**src/rtl/prf_refcount.sv**
```systemverilog
module prf_refcount #(
  parameter int NPREG    = 64,
  parameter int NPORT    = 4,
  parameter int CW       = 3,
  parameter int INIT_CNT = 32
) (
  input  logic                  clk,
  input  logic                  rst_n,
  input  logic [NPORT-1:0]      alloc_vld,
  input  logic [NPORT*$clog2(NPREG)-1:0] alloc_idx,
  input  logic [NPORT-1:0]      dealloc_vld,
  input  logic [NPORT*$clog2(NPREG)-1:0] dealloc_idx,
  input  logic                  flush,
  input  logic [NPREG*CW-1:0]   snap_cnt,
  output logic [NPORT-1:0]      rel_vld,
  output logic [NPORT*$clog2(NPREG)-1:0] rel_idx,
  output logic                  err
);
  localparam int IW    = $clog2(NPREG);
  localparam int NSLOT = 1 << IW;
  localparam int PW    = $clog2(NPORT + 1);
  localparam int SW    = CW + PW + 1;
  localparam logic [SW-1:0] CMAX = SW'((1 << CW) - 1);

  logic [CW-1:0]    cnt [NPREG];
  logic [CW-1:0]    nxt [NPREG];
  logic [NSLOT-1:0] freed;
  logic [NPREG-1:0] under;
  logic [NPORT-1:0] rel_d;

  always_comb begin
    freed = '0;
    under = '0;
    nxt[0] = '0;
    for (int r = 1; r < NPREG; r++) begin
      logic [SW-1:0] sum, dec;
      sum = SW'(cnt[r]);
      dec = '0;
      for (int p = 0; p < NPORT; p++) begin
        if (alloc_vld[p] && alloc_idx[p*IW +: IW] == IW'(r))
          sum = sum + SW'(1);
        if (dealloc_vld[p] && dealloc_idx[p*IW +: IW] == IW'(r))
          dec = dec + SW'(1);
      end
      if (dec > sum) begin
        under[r] = 1'b1;
        nxt[r] = '0;
      end else if (sum - dec > CMAX) begin
        nxt[r] = CMAX[CW-1:0];
      end else begin
        nxt[r] = CW'(sum - dec);
      end
      freed[r] = (cnt[r] != '0) && (nxt[r] == '0);
    end
  end

  always_comb begin
    for (int p = 0; p < NPORT; p++) begin
      logic [IW-1:0] id;
      logic          dup;
      id  = dealloc_idx[p*IW +: IW];
      dup = 1'b0;
      for (int q = 0; q < p; q++)
        if (dealloc_vld[q] && dealloc_idx[q*IW +: IW] == id) dup = 1'b1;
      rel_d[p] = dealloc_vld[p] && (id != '0) && freed[id] && !dup;
    end
  end

  always_ff @(posedge clk or negedge rst_n) begin
    if (!rst_n) begin
      for (int r = 0; r < NPREG; r++)
        cnt[r] <= (r >= 1 && r < INIT_CNT) ? CW'(1) : '0;
      rel_vld <= '0;
      rel_idx <= '0;
      err     <= 1'b0;
    end else if (flush) begin
      cnt[0] <= '0;
      for (int r = 1; r < NPREG; r++)
        cnt[r] <= snap_cnt[r*CW +: CW];
      rel_vld <= '0;
      err     <= 1'b0;
    end else begin
      for (int r = 0; r < NPREG; r++)
        cnt[r] <= nxt[r];
      rel_vld <= rel_d;
      rel_idx <= dealloc_idx;
      err     <= |under;
    end
  end
endmodule

```
**config.mk**
```make
export PLATFORM = sky130hd
export DESIGN_NAME = prf_refcount
export DESIGN_NICKNAME = d
export VERILOG_FILES = /design/src/rtl/prf_refcount.sv
export SDC_FILE = /design/constraint.sdc
export NUM_CORES = 2
export LEC_CHECK = 0
export BUFFER_PORTS_ARGS = -buffer_cell sky130_fd_sc_hd__buf_2
export CELL_PAD_IN_SITES_DETAIL_PLACEMENT = 2
export CELL_PAD_IN_SITES_GLOBAL_PLACEMENT = 2
export CORE_MARGIN = 3
export CORE_UTILIZATION = 38
export DETAILED_ROUTE_END_ITERATION = 10
export PLACE_DENSITY = 0.91
export REMOVE_ABC_BUFFERS = 1
export SETUP_SLACK_MARGIN = 0.2
export SLEW_MARGIN = 20
export SYNTH_ARGS = -nofsm -noshare
export SYNTH_HDL_FRONTEND = slang
export SYNTH_SLANG_ARGS = --single-unit
```
**constraint.sdc**
```tcl
create_clock -name clk -period 6.3 [get_ports clk]
set_input_delay 0.63 -clock clk [delete_from_list [all_inputs] [get_ports clk]]
set_output_delay 0.63 -clock clk [all_outputs]
set_load 0.05 [all_outputs]
```
==> impl_metrics.tcl, run 1 <==
set metrics [dict create \
    outcome "stopped before the end" \
    failed_stage "detailed placement" \
    error_line "[ERROR DPL-0033] detailed placement checks failed during check placement." \
    initial_core_util_pct 38.5 \
    hpwlAfterDp_mm 481 \
    synthFlopType "dfrtp_1" \
    ys_ff_latch 218 \
    yosysUniqueCellTypes 135 \
    syn_area_per_cell_um2 7.30 \
    synth-edff-count 0 \
    syn_area_mm2 0.0631 \
    ys_async_sr_fraction_pct 100 \
    die_w_um 414 \
    synth_warnings 0 \
    synthesis.instances 8644 \
    gp_congestion 1.29 \
    yosysSeqAreaShare_pct 8.70 \
    rows 148 \
    die_y_um 414 \
    io_buffers 276 \
    top_level_ports 280 \
]
[through the flow]
| stage | std cells | setup slack [ps] | setup TNS [ps] | cell area (um^2) |
|---|---|---|---|---|
| global placement | 12293 | -499 | -1840 | 77800 |
| floorplan | 8343 | -1040 | -3420 | 61700 |
[synth_stat cells (125+ instances only)]
library cell  count  area [um^2]
nand2_1        1026         3850
ha_1            756         9460
nor2_1          651         2440
inv_1           581         2180
xnor2_1         562         4920
nand3_1         499         2500
o21ai_0         433         2170
xor2_1          390         3420
a21oi_1         387         1940
clkbuf_1        212          796
a21o_1          198         1490
dfrtp_1         187         4680
nor3_1          174          871
mux2i_1         171         1710
mux2_2          142         1600
nand4_1         130          813
and3_1          125          782
[cells by family after synthesis]
family          count (synthesis)  share of synthesized area (%)
simple gates                 3427                           27.8
other cells                     1                        0.00594
xor+xnor                      985                           14.4
flops                         218                           8.70
compound gates               1931                           20.7
buf+inv                       946                           6.05
mux                           317                           5.33
fa+ha+maj                     819                           17.0
==> run 2: changes to the inputs <==
==> config.mk (replaced) <==
export PLATFORM = sky130hd
export DESIGN_NAME = prf_refcount
export DESIGN_NICKNAME = d
export VERILOG_FILES = /design/src/rtl/prf_refcount.sv
export SDC_FILE = /design/constraint.sdc
export NUM_CORES = 2
export LEC_CHECK = 0
export BUFFER_PORTS_ARGS = -buffer_cell sky130_fd_sc_hd__buf_2
export CORE_MARGIN = 3
export CORE_UTILIZATION = 40
export DETAILED_ROUTE_END_ITERATION = 10
export PLACE_DENSITY_LB_ADDON = 0.15
export REMOVE_ABC_BUFFERS = 1
export SLEW_MARGIN = 20
export SYNTH_ARGS = -nofsm -noshare
export SYNTH_HDL_FRONTEND = slang
export SYNTH_SLANG_ARGS = --single-unit
==> run 2 against run 1 <==
Against the previous run: synthesized cell count did not move; area after synthesis did not move; the run now ends clean.
==> impl_metrics.tcl, run 2 <==
set metrics [dict create \
    power.density_mw_per_mm2 142 \
    timing.final.hold_violations 0 \
    layout_commonest_cell "buf_4" \
    synthesis.instances 8644 \
    power_mw 12.1 \
    crit_family "compound AO/OA/AOI/OAI gates" \
    min_path_type "input port to flip-flop" \
    drt_first_pass_iters 6 \
    p_leak_nw 40.1 \
    insertion_delay_ps 680 \
    yosysSeqAreaShare_pct 8.70 \
    layout-drive-gt1-share_pct 27.5 \
    outcome "finished, final reports clean" \
    crit_fanout 7 \
    timing.hold.ws_ps 160 \
    critPathArrivalTime_ps 6650 \
    cp-start-kind "input port" \
    synth_most_common_cell "nand2_1" \
    fin_crit_ps 6130 \
    finalMaxSlewViolations 0 \
    fin_nets 11898 \
    track_usage_pct 40.7 \
    drt_iter0_drc 7887 \
    layout_common_cells "2,090 x buf_4, 1,026 x nand2_1, 755 x ha_1, 636 x nor2_1, 580 x inv_1" \
    clk_pin_slew_ps 60 \
    worst-path-buf-inv 8 \
    grt_max_degree 151 \
    synth-edff-count 0 \
    slowest_delay_ps 560 \
    synth_common_cells "1,026 x nand2_1, 756 x ha_1, 651 x nor2_1" \
    crit_type "input port to flip-flop" \
    period_share_pct 97.2 \
    postRouteAntennaNets 0 \
    drc 0 \
    die_y_um 403 \
    cts_buffers 38 \
    synth_warnings 0 \
    via_count 77062 \
    rows 145 \
    antenna_found_initial 53 \
    coreArea_mm2 0.157 \
    yosysUniqueCellTypes 135 \
    grt_pass1_vias 72425 \
    cts_tree "done" \
    irDropWorstVdd_uv 212 \
    viasPerCell 5.95 \
    synth_top_area_share_pct 15.0 \
    finClkSkew_ps 27.4 \
    routedWlPerCell_um 26.6 \
    clockRootBuffer "clkbuf_16" \
    nFillCells 15323 \
    multiInputGateArea_mm2 0.0547 \
    grt_pass1_wl_mm 487 \
    slew_headroom_pct 22.8 \
    fmax_ghz 0.163 \
    fin_cells 12948 \
    drv_cap 0 \
    die_w_um 403 \
    largest_reg_flops 189 \
    tightest_slew_ps 1160 \
    top_regs "cnt (189), rel_idx (24), rel_vld (4)" \
    worstPathRequired_ps 6830 \
    top_level_ports 280 \
    ctsHtreeMaxLevel 2 \
    synthFlopType "dfrtp_1" \
    regArea_mm2 0.00549 \
    yosysTopAreaCell "ha_1" \
    clockBufferDepth 3 \
    syn2layout_area_growth_pct 34.9 \
    fp.dieArea_mm2 0.163 \
    routed_wl_mm 345 \
    setup_viol_count_final 0 \
    initial_core_util_pct 40.3 \
    placed_cells 12831 \
    syn_area_per_cell_um2 7.30 \
    hpwlAfterDp_mm 290 \
    io_buffers 276 \
    syn_area_mm2 0.0631 \
    ys_ff_latch 218 \
    gp_congestion 1.09 \
    ys_async_sr_fraction_pct 100 \
    synth_area_leaders "ha_1 15%, xnor2_1 7.8%, dfrtp_1 7.4%" \
    end_kind "flip-flop" \
    gr-total-overflow 0 \
    largest-register "cnt" \
    crit_slowest_cell "or4_4" \
    setup_tns_ps 0 \
    cts_sinks 218 \
]
-- run 2: cell counts after synthesis --
No cell type changed its count.
-- run 2: cell type report --
type	instances	area share (%)
Sequential cell	218	6.45
Clock inverter	19	0.367
Clock buffer	50	1.30
Inverter	583	2.57
Antenna cell	33	0.0970
Multi-Input combinational cell	7542	64.3
Tap cell	2058	3.03
Timing Repair Buffer	2445	21.9
-- run 2: worst min-delay path, delay by kind of cell --
kind                   cells  cell delay [ps]
buffers and inverters      1               70
and+or+nand+nor            2               90
-- run 2: cell families (layout without fill, tap and decap cells) --
| family | count (synthesis) | count (layout) | synth area share [%] |
|---|---|---|---|
| compound gates | 1931 | 1931 | 20.7 |
| xor+xnor | 985 | 985 | 14.4 |
| fa+ha+maj | 819 | 819 | 17.0 |
| buf+inv | 946 | 3097 | 6.05 |
| flops | 218 | 218 | 8.70 |
| mux | 317 | 317 | 5.33 |
| other cells | 1 | 96 | 0.00594 |
| simple gates | 3427 | 3427 | 27.8 |
-- run 2: per-stage QoR --
step           area (um^2)  setup slack [ps]  util, %
2_1_floorplan        61700             -1040        -
3_3_place_gp         82900              -752     53.0
3_5_place_dp         82900              -694     53.0
4_1_cts              84400              11.3     53.9
5_1_grt              85000              -102     54.3
6_report             85100               174     54.4
-- run 2: worst paths after layout --
check | start | end | slack, ps | cells after the start
worst max register to register | cnt[171] | rel_vld[3] | 250 | 25
worst max-delay path | alloc_idx[0] | rel_vld[1] | 170 | 31
worst min-delay path | snap_cnt[115] | cnt[76] | 160 | 3
min in group asynchronous | rst_n | cnt[61] | 490 | 2
max in group asynchronous | rst_n | cnt[154] | 4290 | 3
worst min register to register | rel_idx[13] | rel_idx[13] | 490 | 2
-- run 2: layer usage --
layer	vias to the layer above	global-route usage (%)	part of all wire, %
met2	3662	61.4	41
met1	36950	53.3	41
met5	-	0	0.037
met4	20	24.2	7.3
li1	35624	-	-
met3	806	8.49	10
-- run 2: power breakdown --
| part | switching, mW | internal [mW] | leakage (nW) |
|---|---|---|---|
| clock | 1.00 | 1.56 | 0.688 |
| sequential | 0.256 | 1.59 | 2.62 |
| combinational | 4.25 | 3.46 | 36.8 |
| total | 5.50 | 6.62 | 40.1 |
-- run 2: timing repair --
item                                    in CTS  in global routing
gates cloned                                 0                  0
pin swaps                                    0                 35
endpoints found under the hold margin       17                  0
hold buffers                                 1                  0
gates resized for setup                      3                145
buffers inserted                             0                 14
endpoints found under the setup margin       1                  4
(Power assumes the default switching activity.)
